<file path="config.mk">
export PLATFORM = sky130hd
export DESIGN_NAME = spi_frame_master
export DESIGN_NICKNAME = d
export VERILOG_FILES = /design/src/rtl/spi_fm_pkg.sv /design/src/rtl/spi_fm_half_timer.sv /design/src/rtl/spi_fm_shifter.sv /design/src/rtl/spi_fm_ctrl.sv /design/src/rtl/spi_frame_master.sv
export SDC_FILE = /design/constraint.sdc
export NUM_CORES = 1
export LEC_CHECK = 0
export BUFFER_PORTS_ARGS = -buffer_cell sky130_fd_sc_hd__buf_4
export CORE_MARGIN = 2
export CORE_UTILIZATION = 25
export CTS_CLUSTER_SIZE = 20
export DETAILED_ROUTE_END_ITERATION = 8
export GPL_ROUTABILITY_DRIVEN = 0
export PLACE_DENSITY_LB_ADDON = 0.05
export SKIP_CTS_REPAIR_TIMING = 1
export SLEW_MARGIN = 25
export SYNTH_ARGS = -nofsm -noshare
export SYNTH_HDL_FRONTEND = slang
export SYNTH_SLANG_ARGS = --single-unit
</file>
<file path="constraint.sdc">
create_clock -name clk -period 4.06 [get_ports clk]
set_input_delay 0.406 -clock clk [delete_from_list [all_inputs] [get_ports clk]]
set_output_delay 0.406 -clock clk [all_outputs]
set_load 0.03 [all_outputs]
</file>
<file path="src/rtl/spi_fm_pkg.sv">
package spi_fm_pkg;

   typedef enum logic [2:0] {
      ST_IDLE,
      ST_LEAD,
      ST_SHIFT,
      ST_TAIL,
      ST_GAP
   } seq_state_e;

endpackage

</file>
<file path="src/rtl/spi_fm_half_timer.sv">
module spi_fm_half_timer #(
   parameter int DIV_W = 8
) (
   input  logic             clk,
   input  logic             rst_n,
   input  logic             run,
   input  logic             load,
   input  logic [DIV_W-1:0] div_in,
   output logic             tick
);

   logic [DIV_W-1:0] div_q;
   logic [DIV_W-1:0] cnt;

   assign tick = run && (cnt == div_q - DIV_W'(1));

   always_ff @(posedge clk or negedge rst_n) begin
      if (!rst_n) begin
         div_q <= DIV_W'(1);
         cnt   <= '0;
      end else begin
         if (load) begin
            div_q <= (div_in == '0) ? DIV_W'(1) : div_in;
         end
         if (load || !run || tick) begin
            cnt <= '0;
         end else begin
            cnt <= cnt + DIV_W'(1);
         end
      end
   end

endmodule

</file>
<file path="src/rtl/spi_fm_shifter.sv">
module spi_fm_shifter #(
   parameter int DATA_W = 16,
   parameter int LEN_W  = 5
) (
   input  logic              clk,
   input  logic              rst_n,
   input  logic              load,
   input  logic [LEN_W-1:0]  len_in,
   input  logic [DATA_W-1:0] tx_word,
   input  logic              shift_tx,
   input  logic              capture,
   input  logic              capture_last,
   input  logic              miso,
   output logic              mosi_bit,
   output logic [DATA_W-1:0] rx_word,
   output logic              rx_strobe
);

   logic [DATA_W-1:0] txsr;
   logic [DATA_W-1:0] rxsr;
   logic [LEN_W-1:0]  shamt;
   logic [DATA_W-1:0] rx_next;

   assign shamt    = LEN_W'(DATA_W) - len_in;
   assign mosi_bit = txsr[DATA_W-1];
   assign rx_next  = {rxsr[DATA_W-2:0], miso};

   always_ff @(posedge clk or negedge rst_n) begin
      if (!rst_n) begin
         txsr <= '0;
      end else if (load) begin
         txsr <= tx_word << shamt;
      end else if (shift_tx) begin
         txsr <= txsr << 1;
      end
   end

   always_ff @(posedge clk or negedge rst_n) begin
      if (!rst_n) begin
         rxsr      <= '0;
         rx_word   <= '0;
         rx_strobe <= 1'b0;
      end else begin
         rx_strobe <= capture_last;
         if (load) begin
            rxsr <= '0;
         end else if (capture) begin
            rxsr <= rx_next;
         end
         if (capture_last) begin
            rx_word <= rx_next;
         end
      end
   end

endmodule

</file>
<file path="src/rtl/spi_fm_ctrl.sv">
module spi_fm_ctrl
   import spi_fm_pkg::*;
#(
   parameter int LEN_W = 5,
   parameter int K_W   = 6
) (
   input  logic             clk,
   input  logic             rst_n,
   input  logic             enable,
   input  logic             cpha,
   input  logic             tx_valid,
   input  logic             tick,
   input  logic [LEN_W-1:0] len_eff,
   output logic             tx_ready,
   output logic             load,
   output logic             shift_tx,
   output logic             capture,
   output logic             capture_last,
   output logic             run,
   output logic             sclk,
   output logic             fs_n,
   output logic             drive_data
);

   seq_state_e       st;
   logic [K_W-1:0]   k;
   logic [LEN_W-1:0] len_q;
   logic             cpha_q;
   logic [K_W-1:0]   k_end;
   logic [K_W-1:0]   k_inc;
   logic             at_end;
   logic             in_shift;

   assign k_end    = {len_q, 1'b0};
   assign k_inc    = k + K_W'(1);
   assign in_shift = (st == ST_SHIFT);
   assign at_end   = in_shift && (k == k_end);

   assign tx_ready = enable &&
                     ((st == ST_IDLE) ||
                      (tick && (st == ST_GAP) && k[0]) ||
                      (tick && at_end && cpha_q));
   assign load         = tx_ready && tx_valid;
   assign shift_tx     = tick && in_shift && !at_end && !k[0];
   assign capture      = tick && in_shift && k[0];
   assign capture_last = capture && (k_inc == k_end);
   assign run          = (st != ST_IDLE);

   assign fs_n       = !((st == ST_LEAD) || in_shift || (st == ST_TAIL));
   assign sclk       = in_shift && (cpha_q ? k[0] : !k[0]);
   assign drive_data = in_shift || (st == ST_TAIL);

   always_ff @(posedge clk or negedge rst_n) begin
      if (!rst_n) begin
         len_q  <= LEN_W'(4);
         cpha_q <= 1'b0;
      end else if (load) begin
         len_q  <= len_eff;
         cpha_q <= cpha;
      end
   end

   always_ff @(posedge clk or negedge rst_n) begin
      if (!rst_n) begin
         st <= ST_IDLE;
         k  <= '0;
      end else begin
         unique case (st)
            ST_IDLE: begin
               k <= '0;
               if (load) st <= ST_LEAD;
            end
            ST_LEAD: begin
               if (tick) begin
                  st <= ST_SHIFT;
                  k  <= K_W'(1);
               end
            end
            ST_SHIFT: begin
               if (tick) begin
                  if (!at_end) begin
                     k <= k_inc;
                  end else if (load) begin
                     k <= K_W'(1);
                  end else begin
                     st <= ST_TAIL;
                  end
               end
            end
            ST_TAIL: begin
               if (tick) begin
                  st <= ST_GAP;
                  k  <= '0;
               end
            end
            ST_GAP: begin
               if (tick) begin
                  if (!k[0]) begin
                     k <= K_W'(1);
                  end else if (load) begin
                     st <= ST_LEAD;
                  end else begin
                     st <= ST_IDLE;
                  end
               end
            end
            default: st <= ST_IDLE;
         endcase
      end
   end

endmodule

</file>
<file path="src/rtl/spi_frame_master.sv">
module spi_frame_master #(
   parameter int DATA_W   = 16,
   parameter int MIN_BITS = 4,
   parameter int DIV_W    = 8,
   localparam int LEN_W   = $clog2(DATA_W + 1),
   localparam int K_W     = LEN_W + 1
) (
   input  logic              clk,
   input  logic              rst_n,
   input  logic              enable,
   input  logic              slave_mode,
   input  logic              cpha,
   input  logic [DIV_W-1:0]  half_div,
   input  logic [LEN_W-1:0]  word_len,
   input  logic [DATA_W-1:0] tx_data,
   input  logic              tx_valid,
   output logic              tx_ready,
   input  logic              miso,
   output logic              sclk,
   output logic              sclk_oe,
   output logic              fs_n,
   output logic              mosi,
   output logic              mosi_oe,
   output logic [DATA_W-1:0] rx_data,
   output logic              rx_valid
);

   if (DATA_W < 2) begin : g_bad_width
      $error("DATA_W must be at least 2");
   end
   if (MIN_BITS < 1 || MIN_BITS > DATA_W) begin : g_bad_min
      $error("MIN_BITS must lie in 1..DATA_W");
   end
   if (DIV_W < 1) begin : g_bad_div
      $error("DIV_W must be at least 1");
   end

   logic [LEN_W-1:0] len_eff;

   if (MIN_BITS == DATA_W) begin : g_fixed_len
      assign len_eff = LEN_W'(DATA_W);
   end else begin : g_clamp_len
      always_comb begin
         if (word_len < LEN_W'(MIN_BITS)) begin
            len_eff = LEN_W'(MIN_BITS);
         end else if (word_len > LEN_W'(DATA_W)) begin
            len_eff = LEN_W'(DATA_W);
         end else begin
            len_eff = word_len;
         end
      end
   end

   logic tick, load, shift_tx, capture, capture_last, run;
   logic drive_data, mosi_bit;

   spi_fm_half_timer #(.DIV_W(DIV_W)) u_timer (
      .clk    (clk),
      .rst_n  (rst_n),
      .run    (run),
      .load   (load),
      .div_in (half_div),
      .tick   (tick)
   );

   spi_fm_ctrl #(.LEN_W(LEN_W), .K_W(K_W)) u_ctrl (
      .clk          (clk),
      .rst_n        (rst_n),
      .enable       (enable),
      .cpha         (cpha),
      .tx_valid     (tx_valid),
      .tick         (tick),
      .len_eff      (len_eff),
      .tx_ready     (tx_ready),
      .load         (load),
      .shift_tx     (shift_tx),
      .capture      (capture),
      .capture_last (capture_last),
      .run          (run),
      .sclk         (sclk),
      .fs_n         (fs_n),
      .drive_data   (drive_data)
   );

   spi_fm_shifter #(.DATA_W(DATA_W), .LEN_W(LEN_W)) u_shift (
      .clk          (clk),
      .rst_n        (rst_n),
      .load         (load),
      .len_in       (len_eff),
      .tx_word      (tx_data),
      .shift_tx     (shift_tx),
      .capture      (capture),
      .capture_last (capture_last),
      .miso         (miso),
      .mosi_bit     (mosi_bit),
      .rx_word      (rx_data),
      .rx_strobe    (rx_valid)
   );

   assign mosi    = drive_data && mosi_bit;
   assign mosi_oe = !fs_n;
   assign sclk_oe = !slave_mode;

endmodule

</file>
==> flow_summary.yaml <==
hold_path:
  hold_path.class: "in -> async"
logic_synthesis:
  synth_seq_cells: 79
  synthesis.instances: 498
  synth_top_area_share_pct: 40.7
  synth_commonest_cells: "100 x nand2_1, 77 x dfrtp_1, 27 x a21oi_1, 27 x nor2_1, 25 x mux2i_1"
  ys.flop_type: "dfrtp_1"
  syn-num-nets: 538
  async_reset_ff_share_pct: 100
  synth_most_common_cell: "nand2_1"
  ys_warn_count: 0
  post-synth-top-area-cell: "dfrtp_1"
  synth_cell_type_count: 65
  ys_seq_area_share_pct: 41.9
  synthesis.area_um2: 4730
  yosys-top-cells-area: "dfrtp_1 41%, nand2_1 7.9%, mux2i_1 5.3%"
  synth_enable_flop_cells: 0
  synth.avg_cell_area_um2: 9.50
die:
  die_h_um: 142
  start_util_pct: 25.4
  pin_count: 59
  rows: 50
  die_x_um: 142
  die_area_um2: 20000
  coreArea_um2: 18600
timing:
  hold_viol: 0
  hold_slack_ns: 0.0857
  setup_ws_ns: 0.596
  setup-violations-final: 0
  fin_crit_ns: 3.46
  fmaxAchievable_mhz: 289
  slew_violations: 0
  finalCritPeriodShare_pct: 85.3
  slew-limit-headroom_pct: 42.5
  rsz0062_at_grt: "false"
  worst_pin_slew_ns: 0.862
  clock-skew-final_ns: 0.0123
  fin_tns_setup_ns: 0
power:
  vdd_ir_drop_max_mv: 0.235
  power.density_nw_per_um2: 558
  leakage_nw: 2.60
clocking:
  clk_latency_ns: 0.35
  clock_path_buffers: 2
  clock-sinks: 79
  h-tree-depth: 3
  tritoncts: "built"
  root_buffer: "clkbuf_16"
  cts_buffers: 9
  path_clk_slew_ns: 0.06
route:
  vias_per_cell: 4.89
  routed_wl_um: 12900
  dr.first_iter.drc_count: 228
  first_pass_iters: 7
  vias: 3847
  wl_per_cell_um: 16.4
  remaining_drc_errors: 0
  ant_nets: 0
setup_path:
  cp_max_fo: 6
  critical_path_class: "reg -> out"
  worst_setup_path_end_kind: "output port"
  start_kind: "flop"
  arrival_ns: 3.06
  rr_startpoint: "u_timer.div_q[0]"
  worstPathRequired_ns: 3.65
  critPathLaunch: "u_timer.div_q[0]"
placement:
  pre_cts_slack_ns: 0.760
  io_buffers: 58
  dp_hpwl_um: 9570
global_routing:
  grt.overflow.total: 0
  met2_usage_pct: 21.6
  grt_max_degree: 50
  antenna_found_initial: 0
  grt_pass1_vias: 3931
  grt_util_met3_pct: 2.19
  use_met1_pct: 18.4
  grt_pass1_wl_um: 21300
  grt.total_usage_pct: 13.6
  grt-busiest-layer: "met2"
layout:
  drive_gt1_share_pct: 22.1
  fin_nets: 587
  antenna-diode-count: 0
  area.growth.synth_to_final_pct: 20.4
run_status:
  status: "completed"
flow_run:
  maxCapViolations: 0
## per-layer routing
layer	up-vias	share of wire (%)
met5	-	0
met4	0	1.8
met3	17	4.3
met2	91	46
met1	1852	48
li1	1887	-
## final timing paths
path	endpoint	slack (ns)	cells past startpoint
min reg2reg	u_timer.div_q[7]	0.50	2
min in group clk	u_timer.div_q[3]	0.26	3
min	u_timer.cnt[7]	0.09	1
max	tx_ready	0.60	8
max in group asynchronous	u_ctrl.len_q[2]	3.08	2
max reg2reg	u_shift.txsr[4]	0.71	9
## state kept, by name (all words and copies together), names as in the netlist
signal             cells
u_ctrl.cpha_q          1
u_shift.txsr          16
u_shift.rxsr          15
u_ctrl.k               6
u_ctrl.st              3
u_shift.rx_word       16
u_ctrl.len_q           5
u_timer.cnt            8
u_shift.rx_strobe      1
u_timer.div_q          8
## through the flow
step                total power, mW  cells  area (µm²)  utilization [%]
global placement               2.33    770        5380             28.9
CTS                            3.22    786        5690             30.5
detailed placement             2.34    770        5380             28.9
finish                         3.18    786        5690             30.5
floorplan                      1.99    498        4730                -
global route                   3.43    786        5690             30.5
## placed cells by master, fill, tap and decap left out, drive strengths merged, types with 5 or more instances in the layout
cell type / count
a21oi: 27
a31oi: 11
and2: 6
and3: 7
buf: 65
clkbuf: 9
dfrtp: 77
inv: 18
mux2: 17
mux2i: 25
mux4: 10
nand2: 100
nand2b: 5
nand3: 14
nor2: 27
nor2b: 5
nor3: 8
nor4: 5
o21ai: 19
xnor2: 10
xor2: 14
## cells by family (layout without fill, tap and decap cells)
| group | after synthesis | count (layout) | share of synthesized area (%) |
|---|---|---|---|
| adders and majority gates | 4 | 4 | 1.06 |
| and+or+nand+nor | 198 | 198 | 20.0 |
| xor gates and xnor gates | 24 | 24 | 4.44 |
| AOI/OAI and AO/OA | 100 | 100 | 13.8 |
| muxes | 52 | 52 | 14.9 |
| DFF | 79 | 79 | 41.9 |
| buffers and inverters | 41 | 95 | 3.99 |
## critical path: stages, from the launching register on
cell and delay (ns):
dfstp_2 0.57, inv_1 0.06, ha_1 0.25, nor2b_1 0.15, or3_1 0.30, a32oi_1 0.36, o2111ai_1 0.33, a21boi_0 0.44
buf_4 0.24
## layout make-up
cell class | count | area, µm²
Sequential cell | 79 | 1980
Fill cell | 1986 | 12900
Clock inverter | 7 | 86.3
Timing Repair Buffer | 65 | 488
Inverter | 14 | 52.6
Tap cell | 234 | 293
Multi-Input combinational cell | 378 | 2570
Clock buffer | 9 | 225
## power breakdown
group,total [mW],switching [mW],internal [mW]
Sequential,1.26,0.247,1.01
Combinational,1.05,0.599,0.453
Clock,0.869,0.378,0.491
No activity file was read; power rests on OpenSTA's default activity.
